<file path="src/rtl/rvc_pkg.sv">
package rvc_pkg;
  typedef struct packed {
    logic takeEntry;
    logic takeSrc;
    logic takeDst;
    logic fire;
  } rvcStrobe_t;
endpackage

</file>
<file path="src/rtl/rvc_ctrl.sv">
module rvc_ctrl
  import rvc_pkg::*;
(
  input  logic       clk,
  input  logic       rstN,
  input  logic       entryValid,
  input  logic       srcValid,
  input  logic       dstValid,
  output rvcStrobe_t strobe
);
  logic hasEntry, hasSrc, hasDst;
  logic allReady;

  assign allReady = (hasEntry | entryValid) & (hasSrc | srcValid) & (hasDst | dstValid);

  always_comb begin
    strobe.takeEntry = entryValid;
    strobe.takeSrc   = srcValid;
    strobe.takeDst   = dstValid;
    strobe.fire      = allReady;
  end

  always_ff @(posedge clk or negedge rstN) begin
    if (!rstN) begin
      hasEntry <= 1'b0;
      hasSrc   <= 1'b0;
      hasDst   <= 1'b0;
    end else if (allReady) begin
      hasEntry <= 1'b0;
      hasSrc   <= 1'b0;
      hasDst   <= 1'b0;
    end else begin
      if (entryValid) hasEntry <= 1'b1;
      if (srcValid)   hasSrc   <= 1'b1;
      if (dstValid)   hasDst   <= 1'b1;
    end
  end

  // a completed collection leaves no stale flags behind
  assert_flags_clear_R2: assert property (@(posedge clk) disable iff (!rstN)
    allReady |=> !(hasEntry || hasSrc || hasDst));

  // a lone arrival is remembered until the set is complete
  assert_entry_held_R9: assert property (@(posedge clk) disable iff (!rstN)
    (entryValid && !allReady) |=> hasEntry);
endmodule

</file>
<file path="src/rtl/rvc_datapath.sv">
module rvc_datapath
  import rvc_pkg::*;
#(
  parameter int NUM_ENTRIES = 8,
  parameter int NUM_RULES   = 16,
  parameter int ADDR_W      = 3,
  parameter int IDX_W       = 4
) (
  input  logic                   clk,
  input  logic                   rstN,
  input  rvcStrobe_t             strobe,
  input  logic                   cfgWrEn,
  input  logic [ADDR_W-1:0]      cfgWrAddr,
  input  logic [NUM_RULES-1:0]   cfgWrMask,
  input  logic [NUM_ENTRIES-1:0] entryVec,
  input  logic [NUM_RULES-1:0]   srcVec,
  input  logic [NUM_RULES-1:0]   dstVec,
  output logic                   matchValid,
  output logic [NUM_RULES-1:0]   matchVec,
  output logic [IDX_W-1:0]       firstRule,
  output logic                   noMatch
);
  logic [NUM_RULES-1:0]   maskTab [NUM_ENTRIES];
  logic [NUM_ENTRIES-1:0] heldEntry, effEntry;
  logic [NUM_RULES-1:0]   heldSrc, heldDst, effSrc, effDst;
  logic [NUM_RULES-1:0]   expanded, combined;
  logic [IDX_W-1:0]       lowIdx;

  // Mask table: one row per compressed entry
  for (genvar g = 0; g < NUM_ENTRIES; g++) begin : gMaskRow
    always_ff @(posedge clk or negedge rstN) begin
      if (!rstN) maskTab[g] <= '0;
      else if (cfgWrEn && (cfgWrAddr == ADDR_W'(g))) maskTab[g] <= cfgWrMask;
    end
  end

  // Holding registers for vectors that arrive early
  always_ff @(posedge clk or negedge rstN) begin
    if (!rstN) begin
      heldEntry <= '0;
      heldSrc   <= '0;
      heldDst   <= '0;
    end else begin
      if (strobe.takeEntry) heldEntry <= entryVec;
      if (strobe.takeSrc)   heldSrc   <= srcVec;
      if (strobe.takeDst)   heldDst   <= dstVec;
    end
  end

  assign effEntry = strobe.takeEntry ? entryVec : heldEntry;
  assign effSrc   = strobe.takeSrc   ? srcVec   : heldSrc;
  assign effDst   = strobe.takeDst   ? dstVec   : heldDst;

  // Decompression: OR of selected masks
  always_comb begin
    expanded = '0;
    for (int i = 0; i < NUM_ENTRIES; i++)
      if (effEntry[i]) expanded = expanded | maskTab[i];
  end

  assign combined = expanded & effSrc & effDst;

  // Lowest-index priority encoder
  always_comb begin
    lowIdx = '0;
    for (int i = NUM_RULES - 1; i >= 0; i--)
      if (combined[i]) lowIdx = IDX_W'(i);
  end

  always_ff @(posedge clk or negedge rstN) begin
    if (!rstN) begin
      matchValid <= 1'b0;
      matchVec   <= '0;
      firstRule  <= '0;
      noMatch    <= 1'b0;
    end else begin
      matchValid <= strobe.fire;
      if (strobe.fire) begin
        matchVec  <= combined;
        firstRule <= lowIdx;
        noMatch   <= ~|combined;
      end
    end
  end

  // empty flag agrees with the reported vector
  assert_empty_flag_R7: assert property (@(posedge clk) disable iff (!rstN)
    matchValid |-> (noMatch == (matchVec == '0)));

  // the reported index points at a set bit with none below it
  assert_low_index_R6: assert property (@(posedge clk) disable iff (!rstN)
    (matchValid && !noMatch) |-> (matchVec[firstRule] &&
      ((matchVec & ((NUM_RULES'(1) << firstRule) - NUM_RULES'(1))) == '0)));

  // no reported rule lies outside the port vectors used
  assert_port_subset_R4: assert property (@(posedge clk) disable iff (!rstN)
    matchValid |-> ((matchVec & ~($past(effSrc) & $past(effDst))) == '0));

  // result is frozen while no combine completes
  assert_hold_R10: assert property (@(posedge clk) disable iff (!rstN)
    !strobe.fire |=> ($stable(matchVec) && $stable(firstRule) && $stable(noMatch)));
endmodule

</file>
<file path="src/rtl/rule_vec_combiner.sv">
module rule_vec_combiner
  import rvc_pkg::*;
#(
  parameter int NUM_ENTRIES = 8,
  parameter int NUM_RULES   = 16,
  localparam int ADDR_W = (NUM_ENTRIES > 1) ? $clog2(NUM_ENTRIES) : 1,
  localparam int IDX_W  = (NUM_RULES > 1) ? $clog2(NUM_RULES) : 1
) (
  input  logic                   clk,
  input  logic                   rstN,
  input  logic                   cfgWrEn,
  input  logic [ADDR_W-1:0]      cfgWrAddr,
  input  logic [NUM_RULES-1:0]   cfgWrMask,
  input  logic                   entryValid,
  input  logic [NUM_ENTRIES-1:0] entryVec,
  input  logic                   srcValid,
  input  logic [NUM_RULES-1:0]   srcVec,
  input  logic                   dstValid,
  input  logic [NUM_RULES-1:0]   dstVec,
  output logic                   matchValid,
  output logic [NUM_RULES-1:0]   matchVec,
  output logic [IDX_W-1:0]       firstRule,
  output logic                   noMatch
);
  rvcStrobe_t strobe;

  rvc_ctrl u_ctrl (
    .clk        (clk),
    .rstN       (rstN),
    .entryValid (entryValid),
    .srcValid   (srcValid),
    .dstValid   (dstValid),
    .strobe     (strobe)
  );

  rvc_datapath #(
    .NUM_ENTRIES (NUM_ENTRIES),
    .NUM_RULES   (NUM_RULES),
    .ADDR_W      (ADDR_W),
    .IDX_W       (IDX_W)
  ) u_datapath (
    .clk        (clk),
    .rstN       (rstN),
    .strobe     (strobe),
    .cfgWrEn    (cfgWrEn),
    .cfgWrAddr  (cfgWrAddr),
    .cfgWrMask  (cfgWrMask),
    .entryVec   (entryVec),
    .srcVec     (srcVec),
    .dstVec     (dstVec),
    .matchValid (matchValid),
    .matchVec   (matchVec),
    .firstRule  (firstRule),
    .noMatch    (noMatch)
  );
endmodule

</file>
<file path="config.mk">
export PLATFORM = sky130hd
export DESIGN_NAME = rule_vec_combiner
export DESIGN_NICKNAME = d
export VERILOG_FILES = /design/src/rtl/rvc_pkg.sv /design/src/rtl/rvc_ctrl.sv /design/src/rtl/rvc_datapath.sv /design/src/rtl/rule_vec_combiner.sv
export SDC_FILE = /design/constraint.sdc
export NUM_CORES = 1
export LEC_CHECK = 0
export BUFFER_PORTS_ARGS = -buffer_cell sky130_fd_sc_hd__buf_2
export CAP_MARGIN = 20
export CORE_UTILIZATION = 45
export DETAILED_ROUTE_END_ITERATION = 6
export PLACE_DENSITY = 0.63
export SLEW_MARGIN = 30
export SYNTH_ARGS = -nofsm -noshare
export SYNTH_HDL_FRONTEND = slang
export SYNTH_SLANG_ARGS = --single-unit
</file>
<file path="constraint.sdc">
create_clock -name clk -period 2.23 [get_ports clk]
set_input_delay 0.1115 -clock clk [delete_from_list [all_inputs] [get_ports clk]]
set_output_delay 0.1115 -clock clk [all_outputs]
set_load 0.005 [all_outputs]
</file>
==> flow_summary.json <==
{
  "synth_cell_types": 36,
  "powerDensity_nw_per_um2": 980,
  "rows": 48,
  "power.share.clock": 0.322,
  "drc_errors": 0,
  "p_int_uw": 7000,
  "core_sq_um": 17500,
  "drt_iter0_markers": 352,
  "synth_top_area_frac": 0.593,
  "switching_share": 0.278,
  "ys_top_cells_by_count": "dfrtp_1 (193), mux2_2 (160), a22oi_1 (61), nand2_1 (49), clkbuf_1 (14)",
  "synth_edf_count": 0,
  "crit_type": "reg2reg",
  "first_global_vias": 5628,
  "finalPower_uw": 9700,
  "num_io_pins": 87,
  "drtPass1Iterations": 5,
  "synthesis.nets": 648,
  "final_area_sq_um": 9890,
  "reg2reg_depth": 7,
  "grt_usage": 0.232,
  "dieArea_sq_um": 18600,
  "seq_power_share": 0.479,
  "syn_area_per_cell_sq_um": 14.0,
  "syn_area_sq_um": 8140,
  "power.leakage_uw": 0.00443,
  "place_inst": 887,
  "detail-route-antenna-nets": 0,
  "grt_pass1_wl_mm": 31.7,
  "fmax_ghz": 0.462,
  "synthSimpleGateAreaFrac": 0.0544,
  "antennaDiodeCount": 0,
  "synthTopCellsByArea": "dfrtp_1 (59%), mux2_2 (22%), a22oi_1 (5.6%), nand2_1 (2.3%), mux2_4 (1.5%)",
  "layout-drive-gt1-share": 0.447,
  "finalCriticalPeriod_ns": 2.16,
  "tightestPinTransition_ns": 0.464,
  "maxCapViolations": 0,
  "detailed_place_hpwl_mm": 13.4,
  "relSlewSlack": 0.691,
  "vias_per_cell": 5.75,
  "grt-ovfl-total": 0,
  "area_delta_synth_final_pct": 21.5,
  "fin_skew_ns": 0.00921,
  "preCtsSetupSlack_ns": -0.0294,
  "io_buffer_count": 86,
  "synth_top_family_by_area": "multiplexers",
  "dpl_cell_area_sq_um": 8880,
  "post-synth-top-count-cell": "dfrtp_1",
  "synth_top_area_cell": "dfrtp_1",
  "reg2reg_to": "u_datapath.noMatch$_DFFE_PN0P_",
  "hp-class": "in2reg",
  "synthCells": 583,
  "clkSinkCount": 193,
  "antenna_found_initial": 0,
  "cts_root_buffer": "clkbuf_16",
  "end_kind": "register",
  "cts_tree": "built",
  "cp_max_fo": 17,
  "wirelength_mm": 20.6,
  "crit_path_start_kind": "register",
  "cts_max_path_buffers": 2,
  "synth-seq-cells": 193,
  "r2r_setup_slack_ns": 0.07,
  "vdd_ir_drop_max_mv": 0.522,
  "grt_max_degree": 77,
  "nets": 784,
  "wl_per_cell_microns": 21.5,
  "die_w_microns": 137,
  "crit_required_ns": 2.59,
  "synth_compound_area_frac": 0.0951,
  "synth_xor_area_frac": 0,
  "layout_setup_ws_ns": 0.0671,
  "switching_power_uw": 2700,
  "hold-path-cell-count": 2,
  "fin_cells": 957,
  "comb_power_share": 0.199,
  "synth_fa_ha_area_frac": 0,
  "r2r-start": "u_datapath.heldEntry[3]$_DFF_PN0_",
  "muxShareOfSynthArea": 0.236,
  "min_period_over_period": 0.970,
  "clock_latency_ns": 0.43,
  "dieHeight_microns": 137,
  "seq_area_frac_synth": 0.593,
  "start_util": 0.466,
  "hp-start": "cfgWrMask[14]",
  "yosysWarnings": 0,
  "crit_arrival_ns": 2.52,
  "nFillCells": 1407,
  "cts_made_buffers": 17,
  "slew_viol_final": 0,
  "async_reset_ff_frac": 1.00,
  "hold_viol_final": 0,
  "path_clk_slew_ns": 0.07,
  "place.gp.congestion": 0.830,
  "hold_path_end": "u_datapath.maskTab[14]$_DFFE_PN0P_",
  "vias": 5507,
  "setup_viol": 0,
  "hold_slack_ns": 0.0119,
  "htreeDepth": 4,
  "status": "finished clean",
  "ys.flop_type": "dfrtp_1"
}
==> cells in the final DEF, fill, tap and decap left out, types with 4 or more instances in the layout <==
| master | n |
|---|---|
| clkbuf_16 | 17 |
| a22oi_1 | 59 |
| nand3_1 | 6 |
| and4_1 | 4 |
| nand2_1 | 49 |
| nand4_1 | 6 |
| mux2_4 | 8 |
| buf_2 | 85 |
| dfrtp_1 | 193 |
| dlygate4sd3_1 | 33 |
| o211ai_1 | 10 |
| a22o_1 | 4 |
| mux2_2 | 162 |
| nand2b_1 | 4 |
| nor2_1 | 9 |
| o21ai_0 | 13 |
| buf_4 | 22 |
==> power groups by stage <==
stage	Clock, uW	Sequential, uW	Combinational (uW)
finish	3120	4650	1930
global route	3330	4720	2120
CTS	3170	4640	1890
detailed placement	0	4700	1840
global placement	0	4680	1780
floorplan	0	4560	1210
==> final cells by class <==
type | instances | area (sq um) | area share
well taps | 225 | 282 | 0.0285
multi-input cells | 363 | 3200 | 0.323
repair buffers | 143 | 972 | 0.0983
inverters | 1 | 3.75 | 0.000379
flip-flops and latches | 193 | 4830 | 0.488
clock inverters | 15 | 183 | 0.0185
clock buffers | 17 | 425 | 0.0430
==> metal layers <==
layer	part of all wire	GRT usage	up-vias
li1	-	-	2438
met1	0.45	0.311	2833
met2	0.47	0.366	202
met3	0.067	0.0641	34
met4	0.021	0.0735	0
met5	0	0	-
==> worst max-delay path by stage <==
stage	from	endpoint	slack [ns]
3_5_place_dp	entryValid	u_datapath.firstRule[0]$_DFFE_PN0P_	-0.03
3_3_place_gp	entryValid	u_datapath.firstRule[2]$_DFFE_PN0P_	0.04
4_1_cts	u_datapath.heldEntry[3]$_DFF_PN0_	u_datapath.firstRule[0]$_DFFE_PN0P_	0.07
5_1_grt	u_datapath.heldEntry[7]$_DFF_PN0_	u_datapath.firstRule[0]$_DFFE_PN0P_	-0.007
6_report	u_datapath.heldEntry[3]$_DFF_PN0_	u_datapath.noMatch$_DFFE_PN0P_	0.07
2_1_floorplan	u_datapath.heldEntry[7]$_DFF_PN0_	u_datapath.firstRule[1]$_DFFE_PN0P_	0.32
==> metrics by stage <==
stage,setup TNS (ns),utilization
global placement,0,0.508
CTS,0,0.562
detailed placement,-0.0294,0.508
floorplan,0,-
global route,-0.0166,0.566
finish,0,0.566
==> state kept, by name, summed over array words and instances, names as in the netlist <==
name	cells
u_datapath.heldDst	16
u_datapath.noMatch	1
u_datapath.heldSrc	16
u_datapath.matchVec	16
u_ctrl.hasEntry	1
u_ctrl.hasDst	1
u_datapath.matchValid	1
u_datapath.firstRule	4
u_datapath.maskTab	128
u_datapath.heldEntry	8
u_ctrl.hasSrc	1
==> cell families after synthesis <==
group	after synthesis
flops	193
compound gates	103
mux	168
simple gates	90
buf+inv	29
==> critical path, stage by stage, from the launching register on <==
cell and delay, ns:
dfrtp_1 0.37, mux2_4 0.39, a22oi_1 0.24, nand4_1 0.25, nand3_1 0.21, and4_1 0.25
and4_1 0.21, a32o_1 0.17
==> timing repair <==
| action | CTS | global route |
|---|---|---|
| hold buffers | 33 | 0 |
| endpoints found under the setup margin | 0 | 4 |
| gates resized for setup | 0 | 5 |
| hold endpoints to repair | 225 | 0 |
| setup buffers | 0 | 3 |
(Power assumes the default switching activity.)
